`config.mk`:
```
export PLATFORM = sky130hd
export DESIGN_NAME = zt_sram
export DESIGN_NICKNAME = d
export VERILOG_FILES = /design/src/rtl/zt_sram_pkg.sv /design/src/rtl/zt_burst_seq.sv /design/src/rtl/zt_write_track.sv /design/src/rtl/zt_lane_store.sv /design/src/rtl/zt_sram.sv
export SDC_FILE = /design/constraint.sdc
export NUM_CORES = 2
export LEC_CHECK = 0
export BUFFER_PORTS_ARGS = -buffer_cell sky130_fd_sc_hd__buf_2
export CAP_MARGIN = 20
export CORE_MARGIN = 2
export CORE_UTILIZATION = 29
export CTS_BUF_LIST = sky130_fd_sc_hd__clkbuf_8
export CTS_CLUSTER_DIAMETER = 60
export DETAILED_ROUTE_END_ITERATION = 16
export PLACE_DENSITY = 0.39
export SETUP_SLACK_MARGIN = 0.2
export SLEW_MARGIN = 20
export SYNTH_ARGS = -nofsm -noshare
export SYNTH_HDL_FRONTEND = slang
export SYNTH_SLANG_ARGS = --single-unit
```
`constraint.sdc`:
```
create_clock -name clk -period 3.47 [get_ports clk]
set_clock_uncertainty 0.1 [all_clocks]
set_input_delay 0.694 -clock clk [delete_from_list [all_inputs] [get_ports clk]]
set_output_delay 0.694 -clock clk [all_outputs]
set_load 0.03 [all_outputs]
```
`src/rtl/zt_sram_pkg.sv`:
```
package zt_sram_pkg;

    typedef enum logic [1:0] {
        OP_NONE  = 2'd0,
        OP_READ  = 2'd1,
        OP_WRITE = 2'd2
    } op_e;

    function automatic logic [1:0] beat_low(input logic [1:0] base,
                                            input logic [1:0] beat,
                                            input logic       xor_mode);
        return xor_mode ? (base ^ beat) : (base + beat);
    endfunction

endpackage

```
`src/rtl/zt_burst_seq.sv`:
```
module zt_burst_seq
    import zt_sram_pkg::*;
#(
    parameter int ADDR_W = 6
) (
    input  logic              clk,
    input  logic              rst_n,
    input  logic              step_en,
    input  logic              adv,
    input  logic              sel,
    input  logic              wr,
    input  logic              xor_mode,
    input  logic [ADDR_W-1:0] addr_in,
    output op_e               cmd_op,
    output logic [ADDR_W-1:0] cmd_addr
);
    localparam int HI_W = ADDR_W - 2;

    op_e             state_q, state_d;
    logic [1:0]      base_q, base_d;
    logic [1:0]      beat_q, beat_d;
    logic [HI_W-1:0] hi_q, hi_d;

    // state register
    always_ff @(posedge clk or negedge rst_n) begin
        if (!rst_n) begin
            state_q <= OP_NONE;
            base_q  <= '0;
            beat_q  <= '0;
            hi_q    <= '0;
        end else if (step_en) begin
            state_q <= state_d;
            base_q  <= base_d;
            beat_q  <= beat_d;
            hi_q    <= hi_d;
        end
    end

    // next state: load transitions or advance
    always_comb begin
        state_d = state_q;
        base_d  = base_q;
        beat_d  = beat_q;
        hi_d    = hi_q;
        if (!adv) begin
            state_d = !sel ? OP_NONE : (wr ? OP_WRITE : OP_READ);
            base_d  = addr_in[1:0];
            hi_d    = addr_in[ADDR_W-1:2];
            beat_d  = 2'd0;
        end else begin
            unique case (state_q)
                OP_NONE:            beat_d = beat_q;
                OP_READ, OP_WRITE:  beat_d = beat_q + 2'd1;
                default:            beat_d = beat_q;
            endcase
        end
    end

    // outputs: the command this cycle presents to the pipeline
    always_comb begin
        cmd_op   = state_d;
        cmd_addr = {hi_d, beat_low(base_d, beat_d, xor_mode)};
    end

endmodule

```
`src/rtl/zt_write_track.sv`:
```
module zt_write_track
    import zt_sram_pkg::*;
#(
    parameter int ADDR_W = 6,
    parameter int LANES  = 4
) (
    input  logic              clk,
    input  logic              rst_n,
    input  logic              step_en,
    input  op_e               cmd_op,
    input  logic [ADDR_W-1:0] cmd_addr,
    input  logic [LANES-1:0]  cmd_lanes,
    output op_e               s1_op,
    output logic [ADDR_W-1:0] s1_addr,
    output op_e               s2_op,
    output logic              commit_en,
    output logic [ADDR_W-1:0] commit_addr,
    output logic [LANES-1:0]  commit_lanes,
    output logic [LANES-1:0]  fwd_lanes
);
    logic [LANES-1:0]  s1_lanes, s2_lanes;
    logic [ADDR_W-1:0] s2_addr;
    logic              fw_valid;
    logic [ADDR_W-1:0] fw_addr;
    logic [LANES-1:0]  fw_lanes;

    always_ff @(posedge clk or negedge rst_n) begin
        if (!rst_n) begin
            s1_op    <= OP_NONE;
            s1_addr  <= '0;
            s1_lanes <= '0;
            s2_op    <= OP_NONE;
            s2_addr  <= '0;
            s2_lanes <= '0;
            fw_valid <= 1'b0;
            fw_addr  <= '0;
            fw_lanes <= '0;
        end else if (step_en) begin
            s1_op    <= cmd_op;
            s1_addr  <= cmd_addr;
            s1_lanes <= cmd_lanes;
            s2_op    <= s1_op;
            s2_addr  <= s1_addr;
            s2_lanes <= s1_lanes;
            // remember the commit of this edge for the read one stage behind
            fw_valid <= (s2_op == OP_WRITE);
            fw_addr  <= s2_addr;
            fw_lanes <= s2_lanes;
        end
    end

    always_comb begin
        commit_en    = (s2_op == OP_WRITE);
        commit_addr  = s2_addr;
        commit_lanes = s2_lanes;
        fwd_lanes    = (s2_op == OP_READ && fw_valid && fw_addr == s2_addr) ? fw_lanes : '0;
    end

    assert_commit_follow_R3: assert property (@(posedge clk) disable iff (!rst_n)
        (step_en && s1_op == OP_WRITE) |=> commit_en);

endmodule

```
`src/rtl/zt_lane_store.sv`:
```
module zt_lane_store #(
    parameter int ADDR_W = 6,
    parameter int LANES  = 4,
    parameter int LANE_W = 9
) (
    input  logic                    clk,
    input  logic                    rst_n,
    input  logic                    step_en,
    input  logic [LANES*LANE_W-1:0] din,
    input  logic [ADDR_W-1:0]       rd_addr,
    input  logic                    commit_en,
    input  logic [ADDR_W-1:0]       commit_addr,
    input  logic [LANES-1:0]        commit_lanes,
    input  logic [LANES-1:0]        fwd_lanes,
    input  logic                    emit_read,
    output logic [LANES*LANE_W-1:0] dout_q,
    output logic                    drive_q
);
    localparam int DEPTH  = 1 << ADDR_W;
    localparam int DATA_W = LANES * LANE_W;

    logic [DATA_W-1:0] merged;

    for (genvar g = 0; g < LANES; g++) begin : g_lane
        logic [LANE_W-1:0] bank [DEPTH];
        logic [LANE_W-1:0] raw_q;
        logic [LANE_W-1:0] late_q;

        always_ff @(posedge clk) begin
            if (step_en) begin
                if (commit_en && commit_lanes[g])
                    bank[commit_addr] <= din[g*LANE_W +: LANE_W];
                raw_q  <= bank[rd_addr];
                late_q <= din[g*LANE_W +: LANE_W];
            end
        end

        assign merged[g*LANE_W +: LANE_W] = fwd_lanes[g] ? late_q : raw_q;
    end

    always_ff @(posedge clk or negedge rst_n) begin
        if (!rst_n) begin
            dout_q  <= '0;
            drive_q <= 1'b0;
        end else if (step_en) begin
            drive_q <= emit_read;
            if (emit_read)
                dout_q <= merged;
        end
    end

endmodule

```
`src/rtl/zt_sram.sv`:
```
module zt_sram
    import zt_sram_pkg::*;
#(
    parameter int ADDR_W = 6,
    parameter int LANES  = 4,
    parameter int LANE_W = 9
) (
    input  logic                    clk,
    input  logic                    rst_n,
    input  logic                    cke_n,
    input  logic                    ce0_n,
    input  logic                    ce1,
    input  logic                    ce2_n,
    input  logic                    adv,
    input  logic                    write_n,
    input  logic [LANES-1:0]        lane_we_n,
    input  logic                    xor_order,
    input  logic [ADDR_W-1:0]       addr,
    input  logic                    oe_n,
    input  logic [LANES*LANE_W-1:0] din,
    output logic [LANES*LANE_W-1:0] dout,
    output logic                    dout_oe
);
    logic              step_en;
    logic              chip_sel;
    op_e               cmd_op;
    logic [ADDR_W-1:0] cmd_addr;
    op_e               s1_op, s2_op;
    logic [ADDR_W-1:0] s1_addr;
    logic              commit_en;
    logic [ADDR_W-1:0] commit_addr;
    logic [LANES-1:0]  commit_lanes;
    logic [LANES-1:0]  fwd_lanes;
    logic              drive_q;

    assign step_en  = !cke_n;
    assign chip_sel = !ce0_n && ce1 && !ce2_n;

    zt_burst_seq #(.ADDR_W(ADDR_W)) u_seq (
        .clk      (clk),
        .rst_n    (rst_n),
        .step_en  (step_en),
        .adv      (adv),
        .sel      (chip_sel),
        .wr       (!write_n),
        .xor_mode (xor_order),
        .addr_in  (addr),
        .cmd_op   (cmd_op),
        .cmd_addr (cmd_addr)
    );

    zt_write_track #(.ADDR_W(ADDR_W), .LANES(LANES)) u_track (
        .clk          (clk),
        .rst_n        (rst_n),
        .step_en      (step_en),
        .cmd_op       (cmd_op),
        .cmd_addr     (cmd_addr),
        .cmd_lanes    (~lane_we_n),
        .s1_op        (s1_op),
        .s1_addr      (s1_addr),
        .s2_op        (s2_op),
        .commit_en    (commit_en),
        .commit_addr  (commit_addr),
        .commit_lanes (commit_lanes),
        .fwd_lanes    (fwd_lanes)
    );

    zt_lane_store #(.ADDR_W(ADDR_W), .LANES(LANES), .LANE_W(LANE_W)) u_store (
        .clk          (clk),
        .rst_n        (rst_n),
        .step_en      (step_en),
        .din          (din),
        .rd_addr      (s1_addr),
        .commit_en    (commit_en),
        .commit_addr  (commit_addr),
        .commit_lanes (commit_lanes),
        .fwd_lanes    (fwd_lanes),
        .emit_read    (s2_op == OP_READ),
        .dout_q       (dout),
        .drive_q      (drive_q)
    );

    assign dout_oe = drive_q && !oe_n;

    assert_oe_gate_R7: assert property (@(posedge clk) disable iff (!rst_n)
        oe_n |-> !dout_oe);

    assert_write_no_drive_R7: assert property (@(posedge clk) disable iff (!rst_n)
        (step_en && s2_op != OP_READ) |=> !drive_q);

    assert_read_drive_R2: assert property (@(posedge clk) disable iff (!rst_n)
        (step_en && s2_op == OP_READ) |=> drive_q);

    assert_deselect_R6: assert property (@(posedge clk) disable iff (!rst_n)
        (step_en && !adv && !chip_sel) |=> (s1_op == OP_NONE));

    assert_stall_hold_R10: assert property (@(posedge clk) disable iff (!rst_n)
        cke_n |=> ($stable(dout) && $stable(drive_q)));

endmodule

```
==> metrics <==
CTS tree=built; DP Wirelength=between 150,000 and 200,000 microns; hold path cells=1; gr usage total=18.46%; Tightest Pin Transition=1.237 ns; type of the worst setup path=reg -> reg; CP Data Required Time=roughly 4.1 ns; Routed WL per cell=around 32 microns; clk_lat worst skew=between 1 and 1.5 ns; Setup TNS=0 ns; post-synthesis async set-or-reset flop share=around 3.1%; layout cells sized above 1=about 34%; Core Area=approximately 320,000 sq um; status=finished clean; first-pass GRT wire length=around 420,000 microns; worst min-delay path class=in -> reg; final core occ=34.51%; Worst R2R Setup Slack=0.32 ns; Area growth syn-to-layout=18.30%; vias in the first global route=approximately 50,000; Critical Path Source Type=register; Synth Flop Type=edfxtp_1; initial DRC count=roughly 4,300; max frequency=between 300 and 400 MHz; Leak Pwr=~36 nW; Worst setup EP type=register; R2R depth=6; smallest hold slack=about 0.07 ns; PwrDens=630.3 nW/um^2; setup violators final=0; post-route ant nets=0; synthesized flop and latch total=2,452; post-synth top area cell=edfxtp_1; cts bufs inserted=between 400 and 500; worst vdd ir=approximately 0.29 mV; H-tree depth=5; GRT overflow=0; # DRC=0; num rows=about 210; count leader, synth=edfxtp_1; Pins Over Slew Limit=0; Slew HR=between 10% and 20%; I/O pins=93; Routed WL=roughly 310,000 microns; top cells by area, synth=edfxtp_1 (75%), mux4_2 (15%), dfrtp_1 (2.0%); Unique masters post-synth=between 40 and 50; CTS max path bufs=4; vias per cell=just under 5; Post-synth top cells=edfxtp_1 (2,376), mux4_2 (614), nor2_1 (313); clock slew at reported path FFs=around 0.060 ns; syn nets=~4,400; Period minus WS final=3.148 ns; die height=approximately 580 microns; DIE WIDTH=approximately 580 microns; clk sinks=~2,500; Synth Instances=between 4,000 and 5,000; max-cap violations=0; GPL Wtd Cong=about 0.79; sequential fraction of the synthesis area=77.37%; largest net degree at the start of global routing=66; Hold Vio Cnt, Final=0; initial core utilization=between 20% and 30%; Vias=48,081; hold path endpoint=u_store.g_lane[1].bank[20][1]; Arrival @ worst endpoint=between 3 and 4 ns; Hold Crit Start=din[10]; initial antenna violation count=36; worst-path fanout max=21; Die ar.=~330,000 sq um; start of the worst register-to-register path=u_track.s1_addr[0]; Yosys top cell area share=between 70% and 80%; RSZ-0062 raised after global routing=false; Post-synth EDFFs=~2,400; Crit Reg-Reg Endpoint=u_store.g_lane[0].raw_q[0]; synthesized area=between 90,000 and 100,000 sq um; IO Port Bufs=92; Syn Area/Cell=~22 sq um; Final Net Count=5,197; fin crit share=about nine tenths; drt pass-1 iters=14; synth warn=0; root buf cell=clkbuf_8
stage by stage:
| step | power (W) | worst slack (ns) | cells | area (sq um) |
|---|---|---|---|---|
| 2_1_floorplan | 0.04150 | 0.5084 | 4323 | 94680 |
| 3_3_place_gp | 0.04698 | 0.06391 | 9004 | 103800 |
| 3_5_place_dp | 0.04696 | 0.07058 | 9004 | 103800 |
| 4_1_cts | 0.07180 | 0.2328 | 9807 | 112000 |
| 5_1_grt | 0.07352 | 0.2079 | 9808 | 112000 |
| 6_report | 0.07060 | 0.3225 | 9822 | 112000 |
worst max path at each step:
stage,startpoint,endpoint,slack (ns),depth (start not counted)
floorplan,cke_n,u_seq.beat_q[0],0.51,3
global placement,u_track.s1_addr[0],u_store.g_lane[1].raw_q[0],0.06,6
detailed placement,u_track.s1_addr[0],u_store.g_lane[1].raw_q[0],0.07,6
CTS,u_track.s1_addr[0],u_store.g_lane[0].raw_q[7],0.23,6
global route,u_track.s1_addr[0],u_store.g_lane[0].raw_q[0],0.21,6
finish,u_track.s1_addr[0],u_store.g_lane[0].raw_q[0],0.32,6
repair_timing:
item / 4_1_cts / 5_1_grt
hold buffers: 30 / 0
setup buffers: 0 / 0
resized for setup: 4 / 2
hold endpoints to repair: 319 / 0
endpoints found under the setup margin: 4 / 2
where the power goes:
group / internal [W] / total, W / switching (W)
combinational: 0.00544 / 0.0126 / 0.00714
clock: 0.0124 / 0.0245 / 0.0121
sequential: 0.0330 / 0.0335 / 0.000484
total: 0.0508 / 0.0706 / 0.0198
cell usage in the layout (no fill, tap or decap), types with 63 or more instances in the layout:
| cell | netlist | routed |
|---|---|---|
| edfxtp_1 | 2376 | 2376 |
| mux4_2 | 614 | 614 |
| buf_4 | 40 | 464 |
| clkbuf_8 | 0 | 443 |
| nor2_1 | 313 | 309 |
| inv_1 | 4 | 158 |
| mux2i_1 | 148 | 148 |
| nand2_1 | 117 | 108 |
| clkinv_1 | 0 | 94 |
| buf_2 | 54 | 88 |
| dfrtp_1 | 76 | 71 |
| mux2_2 | 63 | 63 |
critical path, stage by stage, from the launching register on:
cell and delay, ns:
dfrtp_4 0.60, buf_12 0.25, buf_4 0.36, mux4_2 0.57, mux4_2 0.49, mux2i_1 0.32, a21oi_1 0.14
cells by family after synthesis:
family / Yosys count / synth area share [%]
compound gates: 238 / 1.776
xor+xnor: 9 / 0.08326
fa+ha+maj: 1 / 0.01321
buf+inv: 254 / 1.388
flops: 2452 / 77.37
mux: 832 / 17.00
simple gates: 537 / 2.371
area by class of cell:
class                           count  area [sq um]
Clock inverter                    330          1689
Clock buffer                      443          6097
Fill cell                       30478        212500
Sequential cell                  2452         73270
Antenna cell                       15         37.54
Timing Repair Buffer              636          5279
Tap cell                         4325          5411
Inverter                            4         17.52
Multi-Input combinational cell   1617         20210
metal layers:
layer	up-vias	part of all wire, %	track usage (%)
met4	14	2.7	5.411
met2	1549	46	28.66
li1	19767	-	-
met3	433	6.4	3.907
met1	26318	45	26.04
met5	-	0.028	0
state kept, by name (all words and copies together), names as in the netlist, 2 cells and up:
name                   cells
u_track.s1_addr            3
u_track.s1_lanes           4
u_store.g_lane.bank     2304
u_track.s2_op              2
u_track.fw_addr            6
u_track.commit_lanes       4
u_seq.hi_q                 3
u_track.commit_addr        6
u_seq.base_q               2
u_store.g_lane.raw_q      36
u_store.g_lane.late_q     36
u_store.dout_q            36
u_track.s1_op              2
u_seq.beat_q               2
u_track.fw_lanes           4
No activity file was read; power rests on OpenSTA's default activity.
